File: src/rtl/scsi_cmd_decoder.sv
module scsi_cmd_decoder #(
  parameter int         MUTE_BIT = 6,
  parameter logic [2:0] SEQ_DONE = 3'd4
) (
  input  logic       clk,
  input  logic       rst_n,
  input  logic       cmd_we,
  input  logic [7:0] cmd_byte,
  input  logic [7:0] cfg1,
  output logic [7:0] intr_reg,
  output logic [2:0] seq_step,
  output logic [7:0] status,
  output logic       irq,
  output logic       irq_raise,
  output logic       dma_flag,
  output logic       flush_stb,
  output logic       chip_rst_stb,
  output logic       bus_rst_stb,
  output logic       iccs_stb,
  output logic       msg_acc_stb,
  output logic       set_atn_stb,
  output logic       sel_start,
  output logic [1:0] sel_mode,
  output logic       en_sel_stb,
  output logic       illegal_stb
);
  localparam logic [7:0] I_FC = 8'h08;
  localparam logic [7:0] I_BS = 8'h10;
  localparam logic [7:0] I_DC = 8'h20;
  localparam logic [7:0] I_RST = 8'h80;
  localparam logic [7:0] S_TC = 8'h10;
  localparam logic [2:0] PH_CMD = 3'b010;
  localparam logic [2:0] PH_MSGIN = 3'b111;
  localparam int NSTB = 9;

  logic [6:0]      code;
  logic [7:0]      n_intr, n_status;
  logic [2:0]      n_seq;
  logic            want_raise, want_drop;
  logic [NSTB-1:0] n_stb, stb_q;
  logic [1:0]      n_mode;

  assign code = cmd_byte[6:0];

  always_comb begin
    n_intr     = intr_reg;
    n_seq      = seq_step;
    n_status   = status;
    want_raise = 1'b0;
    want_drop  = 1'b0;
    n_stb      = '0;
    n_mode     = sel_mode;
    case (code)
      7'h00: ;
      7'h01: begin n_stb[0] = 1'b1; n_intr = I_FC; n_seq = 3'd0; want_raise = 1'b1; end
      7'h02: begin
        n_stb[1] = 1'b1; n_intr = 8'h00; n_seq = 3'd0; n_status = 8'h00; want_drop = 1'b1;
      end
      7'h03: begin n_stb[2] = 1'b1; n_intr = I_RST; want_raise = !cfg1[MUTE_BIT]; end
      7'h11: begin
        n_stb[3] = 1'b1; n_intr = I_FC; n_status = {status[7:3], PH_MSGIN}; want_raise = 1'b1;
      end
      7'h12: begin n_stb[4] = 1'b1; n_intr = I_DC; n_seq = 3'd0; want_raise = 1'b1; end
      7'h1a: n_stb[5] = 1'b1;
      7'h41: begin n_stb[6] = 1'b1; n_mode = 2'd0; end
      7'h42: begin n_stb[6] = 1'b1; n_mode = 2'd1; end
      7'h43: begin
        n_stb[6] = 1'b1; n_mode = 2'd2;
        n_status = S_TC | {5'd0, PH_CMD}; n_intr = I_BS | I_FC; n_seq = SEQ_DONE;
        want_raise = 1'b1;
      end
      7'h44: begin n_stb[7] = 1'b1; n_intr = 8'h00; end
      default: n_stb[8] = 1'b1;
    endcase
  end

  always_ff @(posedge clk) begin
    if (!rst_n) begin
      intr_reg  <= '0;
      seq_step  <= '0;
      status    <= '0;
      irq       <= 1'b0;
      irq_raise <= 1'b0;
      dma_flag  <= 1'b0;
      stb_q     <= '0;
      sel_mode  <= '0;
    end else if (cmd_we) begin
      intr_reg  <= n_intr;
      seq_step  <= n_seq;
      status    <= n_status;
      irq       <= want_drop ? 1'b0 : (irq | want_raise);
      irq_raise <= want_raise && !irq;
      dma_flag  <= cmd_byte[7];
      stb_q     <= n_stb;
      sel_mode  <= n_mode;
    end else begin
      irq_raise <= 1'b0;
      dma_flag  <= 1'b0;
      stb_q     <= '0;
    end
  end

  assign {illegal_stb, en_sel_stb, sel_start, set_atn_stb, msg_acc_stb,
          iccs_stb, bus_rst_stb, chip_rst_stb, flush_stb} = stb_q;

  assert_strobe_onehot_R11: assert property (@(posedge clk) disable iff (!rst_n)
    $onehot0({illegal_stb, en_sel_stb, sel_start, set_atn_stb, msg_acc_stb,
              iccs_stb, bus_rst_stb, chip_rst_stb, flush_stb}));

  assert_strobe_after_write_R12: assert property (@(posedge clk) disable iff (!rst_n)
    (|stb_q || irq_raise) |-> $past(cmd_we));

  assert_chip_reset_clears_R5: assert property (@(posedge clk) disable iff (!rst_n)
    chip_rst_stb |-> (!irq && intr_reg == 8'h00 && seq_step == 3'd0 && status == 8'h00));

  assert_raise_edge_R12: assert property (@(posedge clk) disable iff (!rst_n)
    irq_raise |-> (irq && !$past(irq)));

  assert_bus_reset_muted_R6: assert property (@(posedge clk) disable iff (!rst_n)
    (cmd_we && cmd_byte[6:0] == 7'h03 && cfg1[MUTE_BIT]) |=> (!irq_raise && $stable(irq)));

  assert_illegal_holds_R11: assert property (@(posedge clk) disable iff (!rst_n)
    illegal_stb |-> ($stable(intr_reg) && $stable(seq_step) && $stable(status) && $stable(irq)));

  assert_select_stop_R10: assert property (@(posedge clk) disable iff (!rst_n)
    (sel_start && sel_mode == 2'd2) |-> (irq && status[4] && seq_step == SEQ_DONE));
endmodule

File: config.mk
export PLATFORM = sky130hd
export DESIGN_NAME = scsi_cmd_decoder
export DESIGN_NICKNAME = d
export VERILOG_FILES = /design/src/rtl/scsi_cmd_decoder.sv
export SDC_FILE = /design/constraint.sdc
export NUM_CORES = 1
export LEC_CHECK = 0
export ABC_AREA = 1
export BUFFER_PORTS_ARGS = -buffer_cell sky130_fd_sc_hd__buf_4
export CORE_UTILIZATION = 44
export CTS_CLUSTER_DIAMETER = 60
export DETAILED_ROUTE_END_ITERATION = 6
export GPL_ROUTABILITY_DRIVEN = 0
export PLACE_DENSITY = 0.77
export SLEW_MARGIN = 40
export SYNTH_ARGS = -nofsm -noshare
export SYNTH_HDL_FRONTEND = slang
export SYNTH_SLANG_ARGS = --single-unit
File: constraint.sdc
create_clock -name clk -period 1.37 [get_ports clk]
set_input_delay 0.274 -clock clk [delete_from_list [all_inputs] [get_ports clk]]
set_output_delay 0.274 -clock clk [all_outputs]
set_load 0.01 [all_outputs]
==> summary.txt, run 1 <==
Final layout
  • Fin util: roughly three fifths
  • Post-route insts no fill: between 150 and 200
  • Max reg flops: 9
  • # fillers: 211
  • Area Growth Syn to Fin: 28.1%
  • Nets: 191
  • Fin area: 1340 um^2
  • Antenna fix cells: 0
  • Share of layout cells above drive strength 1: 38.0%

Placement
  • Post-DP HPWL: 1680 um
  • Number of port buffers: 34
  • Placed Area: 1300 um^2
  • Place WS: ~0.0067 ns
  • Placed insts: 195

Status
  • Status: finished, final reports clean

Critical path
  • Critical-path cell list: buf_4
  • Worst path slowest cell: dfxtp_1
  • Setup CP Type: reg -> out
  • Critical Path Start Type: register
  • Crit path required time: 1.10 ns
  • Reg2reg setup slack: 0.76 ns
  • Worst setup EP type: primary output
  • Crit path max fanout: 3
  • CP peak stage delay: between 0.3 and 0.4 ns
  • WP buf/inv: 1
  • Critical Path AT: between 0.8 and 0.9 ns
  • CP top delay family: flip-flops

Global route
  • Vias in the first global route: approximately 830
  • Total track usage: ~18%
  • Largest net degree at the start of global routing: 13
  • First-pass GRT wire length: 3480 um
  • Global route overflow: 0
  • Initial antenna violation count: 0

Yosys
  • Number of synthesized flops with an enable pin: 0
  • Seq/Total Area, Yosys: roughly 42%
  • Synth area leader: dfxtp_1
  • Synth Area in Adders: 0%
  • Share of the synthesized area in the top cell type: 42.3%
  • Synth cell count leaders: 22 x dfxtp_1, 17 x nand2_1, 16 x nor2_1
  • Post-synthesis average cell area: 7.78 um^2
  • Synthesized cell area: between 1000 and 1500 um^2
  • Synth top area cells: dfxtp_1 42%, buf_4 7.9%, nand2_1 6.1%
  • Synth Area in Simple Gates: 30.1%
  • Synth cell types: 26
  • Synth Flop Type: dfxtp_1
  • Most frequent cell after synthesis: dfxtp_1
  • Synth Area in XOR/XNOR: 0%
  • Compound-Gate Fraction of Synth Area: between 10% and 20%
  • Largest family of logic cells by synthesized area: simple AND/OR/NAND/NOR gates
  • FF+latch count, synth: 22
  • Yosys warns: 0
  • Post-synth ARST share: 0%
  • Syn Inst Count: 134
  • Mux contribution to synthesized area: 0%

CTS
  • CTS tree: done
  • Htree depth: 1
  • Clock Tree Root: clkbuf_4
  • Clk_lat worst skew: 0.31 ns
  • CTS buffer count: 3
  • CTS Hold Bufs: 0
  • # resized after CTS: 0
  • Clock Sinks: 22
  • Clock transition at the registers of the reported paths: 0.12 ns
  • Post-CTS Setup Repair Bufs: 0
  • CTS max path bufs: 2

STA
  • FMAX: 0.923 GHz
  • Period utilisation layout: between 70% and 80%
  • Setup violators final: 0
  • Final WS setup: 0.287 ns
  • Worst Skew: ~0.00016 ns
  • Min Tclk post-route: 1.08 ns
  • Max-slew violation count: 0
  • Final Hold Vio Count: 0
  • Setup TNS: 0 ns
  • RSZ-0062 raised after global routing: no

Power
  • Int Pwr: 0.000856 W
  • Logic gate share of total power: a little under an eighth
  • Reg power frac: 57.3%
  • Sw Ratio: 24.3%
  • Clock network power share: 31.4%
  • Max IR drop VDD: 436 uV
  • Sw power: 0.000275 W
  • Leak Pwr: 0.651 nW
  • Pwr Density: 847 nW/um^2

Detailed routing
  • Initial DRC Count: 12
  • Vias/cell: roughly 4.7
  • WL/cell: 10.5 um
  • Drt total wl: between 2000 and 2500 um
  • Routed vias: roughly 940
  • DRT Pass-1 Iters: 4
  • Drt drc: 0
  • Antenna Nets Post-Route: 0

Run
  • Maxcap violations: 0

Die
  • Die Ht: 50.7 um
  • IO Count: 52
  • Die area: 2570 um^2
  • Core area: ~2200 um^2
  • Starting Density: around 47%
  • Chip width: 50.7 um
  • Rows: 17

Worst hold path
  • Worst Hold Class: in -> reg
-- logic make-up (layout without fill, tap and decap cells) --
group,count (synthesis),count (layout)
buffers and inverters,30,58
and+or+nand+nor,60,60
DFF,22,22
AOI/OAI and AO/OA,21,21
other,1,10
-- layout by cell type (no fill, tap or decap), drive strengths merged, types with 4 or more instances in the layout --
master	n
conb	10
nand3	7
nor3	4
clkbuf	4
nor2	23
a21oi	11
inv	17
buf	37
o21ai	7
dfxtp	22
nand2	23
-- power by group through the flow --
stage               clock, W  sequential, W  combinational (W)
global route        0.000389       0.000649           0.000141
global placement           0       0.000662           0.000124
CTS                 0.000352       0.000648           0.000128
finish              0.000355       0.000648           0.000128
detailed placement         0       0.000662           0.000127
floorplan                  0       0.000665          0.0000888
-- final timing paths --
| path | startpoint | end | cells after the start |
|---|---|---|---|
| worst max-delay path | irq$_SDFFE_PN0P_ | irq | 1 |
| worst min-delay path | cmd_byte[7] | dma_flag$_SDFF_PN0_ | 3 |
| worst max register to register | status[4]$_SDFFE_PN0P_ | status[4]$_SDFFE_PN0P_ | 2 |
| worst min register to register | irq$_SDFFE_PN0P_ | irq_raise$_SDFF_PN0_ | 1 |
-- cell type report --
cell class | instances | area [um^2] | share of cell area, %
multi-input cells | 91 | 482 | 36.1
flip-flops and latches | 22 | 440 | 33.0
inverters | 17 | 63.8 | 4.78
repair buffers | 37 | 278 | 20.8
well taps | 28 | 35.0 | 2.62
clock buffers | 4 | 36.3 | 2.72
-- stage by stage --
| stage | hold WS (ns) | power (W) |
|---|---|---|
| detailed placement | 0.447 | 0.000790 |
| global placement | 0.425 | 0.000786 |
| global route | 0.179 | 0.00118 |
| finish | 0.179 | 0.00113 |
| floorplan | 0.386 | 0.000754 |
| CTS | 0.185 | 0.00113 |
-- per-layer routing --
layer	GRT usage, %	up-vias	wire length, um
met2	29.8	38	1030
li1	-	479	-
met4	8.33	0	46
met3	3.64	5	128
met1	21.6	416	881
met5	0	-	0
Note: power is estimated with default switching activity, not from simulation.
==> inputs of run 2 (changes only) <==
clock period = 1 ns   (was 1.37 ns; I/O delays follow)
==> run 2 against run 1 <==
Compared with the run above:
- highest routed layer unchanged
- global-route usage increased by 0.65 points
- via count rose by 4.5%
- largest cell class unchanged
- clock power is 5.6% higher
- non-clock buffer count is 15 higher
- sequential share of layout area shrank 3.6 points
- combinational power up 66%
- critical path depth is the same
==> summary.txt, run 2 (same netlist as run 1, synthesis figures left out) <==
CTS
  • Clock Tree Root: clkbuf_4
  • Clk_lat worst skew: 0.29 ns (-0.02 ns)
  • Htree depth: 1 (unchanged)
  • CTS max path bufs: 2 (unchanged)
  • CTS buffer count: 3 (unchanged)
  • Clock Sinks: 22 (unchanged)
  • Clock transition at the registers of the reported paths: 0.11 ns (about the same)
  • CTS tree: done
  • CTS Hold Bufs: 0 (unchanged)

Final layout
  • Area Growth Syn to Fin: 47.2%
  • Antenna fix cells: 0 (unchanged)
  • Nets: 206 (+7.9%)
  • Max reg flops: 9 (unchanged)
  • # fillers: 197 (-6.6%)
  • FF/Latch Area: 450 um^2 (+2.3%)
  • Share of layout cells above drive strength 1: 48.6% (+11 points)
  • Multi-input gate area: 539 um^2 (+12%)
  • Fin util: 69.3% (+9.0 points)
  • Post-route insts no fill: 213 (+7.0%)
  • Fin area: 1530 um^2 (+15%)
  • Commonest non-fill, non-tap cell in the layout: buf_4
  • Commonest non-fill, non-tap cells in the layout: 44 x buf_4, 16 x nor2_1, 15 x nand2_1, 14 x dfxtp_1, 13 x inv_1

Critical path
  • CP peak stage delay: 0.37 ns (about the same)
  • Crit path required time: 0.80 ns (-0.30 ns)
  • Setup CP Type: reg -> out
  • CP top delay family: flip-flops
  • Critical Path Start Type: register
  • Critical-path cell list: buf_6
  • CP Depth: 1 (unchanged)
  • Crit path max fanout: 2 (-1)
  • Worst setup EP type: primary output
  • Critical Path AT: 0.76 ns (-0.05 ns)
  • Worst path slowest cell: dfxtp_2
  • WP buf/inv: 1 (unchanged)
  • Worst Reg-to-Reg Cells: 3 (+1)
  • Reg2reg setup slack: 0.28 ns (-0.48 ns)

Detailed routing
  • WL/cell: 10.0 um (-4.3%)
  • Antenna Nets Post-Route: 0 (unchanged)
  • Initial DRC Count: 13 (+1)
  • Drt total wl: 2130 um (+2.4%)
  • Vias/cell: 4.60 (-2.4%)
  • Drt drc: 0 (unchanged)
  • Routed vias: 980 (+4.5%)
  • DRT Pass-1 Iters: 4 (unchanged)

Global route
  • Vias in the first global route: 901 (+8.0%)
  • Largest net degree at the start of global routing: 12 (-1)
  • First-pass GRT wire length: 3600 um (+3.6%)
  • Global route overflow: 0 (unchanged)
  • Total track usage: 18.4% (+0.65 points)
  • Initial antenna violation count: 0 (unchanged)

Power
  • Total power: 0.00147 W (+30%)
  • Reg power frac: 60.2% (+2.9 points)
  • Sw Ratio: 24.6% (+0.22 points)
  • Sw power: 0.000362 W (+32%)
  • Max IR drop VDD: 518 uV (+19%)
  • Int Pwr: 0.00111 W (+30%)
  • Leak Pwr: 0.747 nW (+15%)
  • Pwr Density: 961 nW/um^2 (+13%)
  • Logic gate share of total power: 14.4% (+3.1 points)
  • Clock network power share: 25.4% (-6.0 points)

Placement
  • Placed insts: 208 (+6.7%)
  • Post-DP HPWL: 1720 um (+2.0%)
  • Placed Area: 1420 um^2 (+9.0%)
  • Number of port buffers: 34 (unchanged)

Die
  • Rows: 17 (unchanged)
  • Starting Density: 47.1% (unchanged)
  • Die Ht: 50.7 um (unchanged)
  • Core area: 2210 um^2 (unchanged)
  • IO Count: 52 (unchanged)
  • Chip width: 50.7 um (unchanged)
  • Die area: 2570 um^2 (unchanged)

STA
  • Final Hold Vio Count: 0 (unchanged)
  • Period utilisation layout: between 90% and 100%
  • Setup violators final: 0 (unchanged)
  • Worst Skew: 0.0000102 ns (-0.000146 ns)
  • Min Tclk post-route: between 0.9 and 1 ns
  • RSZ-0062 raised after global routing: yes
  • Max-slew violation count: 0 (unchanged)
  • WHS: 0.114 ns (-0.0644 ns)
  • FMAX: about 1.0 GHz

Status
  • Status: finished, final reports clean

Run
  • Maxcap violations: 0 (unchanged)

Worst hold path
  • Worst Hold Class: in -> reg
  • Hold path depth: 3 (unchanged)
-- run 2: power by group through the flow --
stage / clock network (W) / logic, W / registers, W
after floorplan: 0 / 0.000126 / 0.000912
after global placement: 0 / 0.000192 / 0.000907
after detailed placement: 0 / 0.000195 / 0.000907
after CTS: 0.000384 / 0.000196 / 0.000887
after global routing: 0.000422 / 0.000235 / 0.000888
final: 0.000375 / 0.000213 / 0.000887
-- run 2: layout make-up --
| class | count | share of cell area [%] |
|---|---|---|
| clock buffers | 3 | 1.47 |
| inverters | 17 | 4.32 |
| multi-input cells | 91 | 35.2 |
| flip-flops and latches | 22 | 29.4 |
| well taps | 28 | 2.28 |
| repair buffers | 52 | 27.4 |
-- run 2: final timing paths --
check	end	startpoint
hold reg to reg	intr_reg[7]$_SDFFE_PN0P_	intr_reg[7]$_SDFFE_PN0P_
hold / removal	dma_flag$_SDFF_PN0_	cmd_byte[7]
setup / recovery	sel_mode[0]	sel_mode[0]$_SDFFE_PN0P_
setup reg to reg	sel_mode[0]$_SDFFE_PN0P_	sel_mode[0]$_SDFFE_PN0P_
-- run 2: layer usage --
metal / global-route usage [%] / vias up / part of all wire [%]
met4: 10.2 / 0 / 0.89
li1: - / 509 / -
met1: 21.6 / 436 / 42
met2: 32.2 / 33 / 53
met5: 0 / - / 0
met3: 2.12 / 2 / 4.5
-- run 2: timing repair --
action                                  4_1_cts  5_1_grt
buffers inserted                              0        2
hold endpoints to repair                      0        0
gates resized for setup                       1       24
endpoints found under the setup margin        1       19
pin swaps                                     0        4
-- run 2: worst register-to-register path: cells and delay by family, from the launching register on --
kind                   cells  cell delay, ns
AO/OA/AOI/OAI              1            0.07
AND/OR/NAND/NOR            1            0.07
flip-flops                 1            0.35
buffers and inverters      1            0.13
-- run 2: metrics by stage --
stage / setup TNS (ns) / worst slack [ns]
after floorplan: -0.0905 / -0.0352
after global placement: -2.77 / -0.224
after detailed placement: -3.36 / -0.274
after CTS: 0 / 0.000369
after global routing: -0.177 / -0.0611
final: 0 / 0.0359
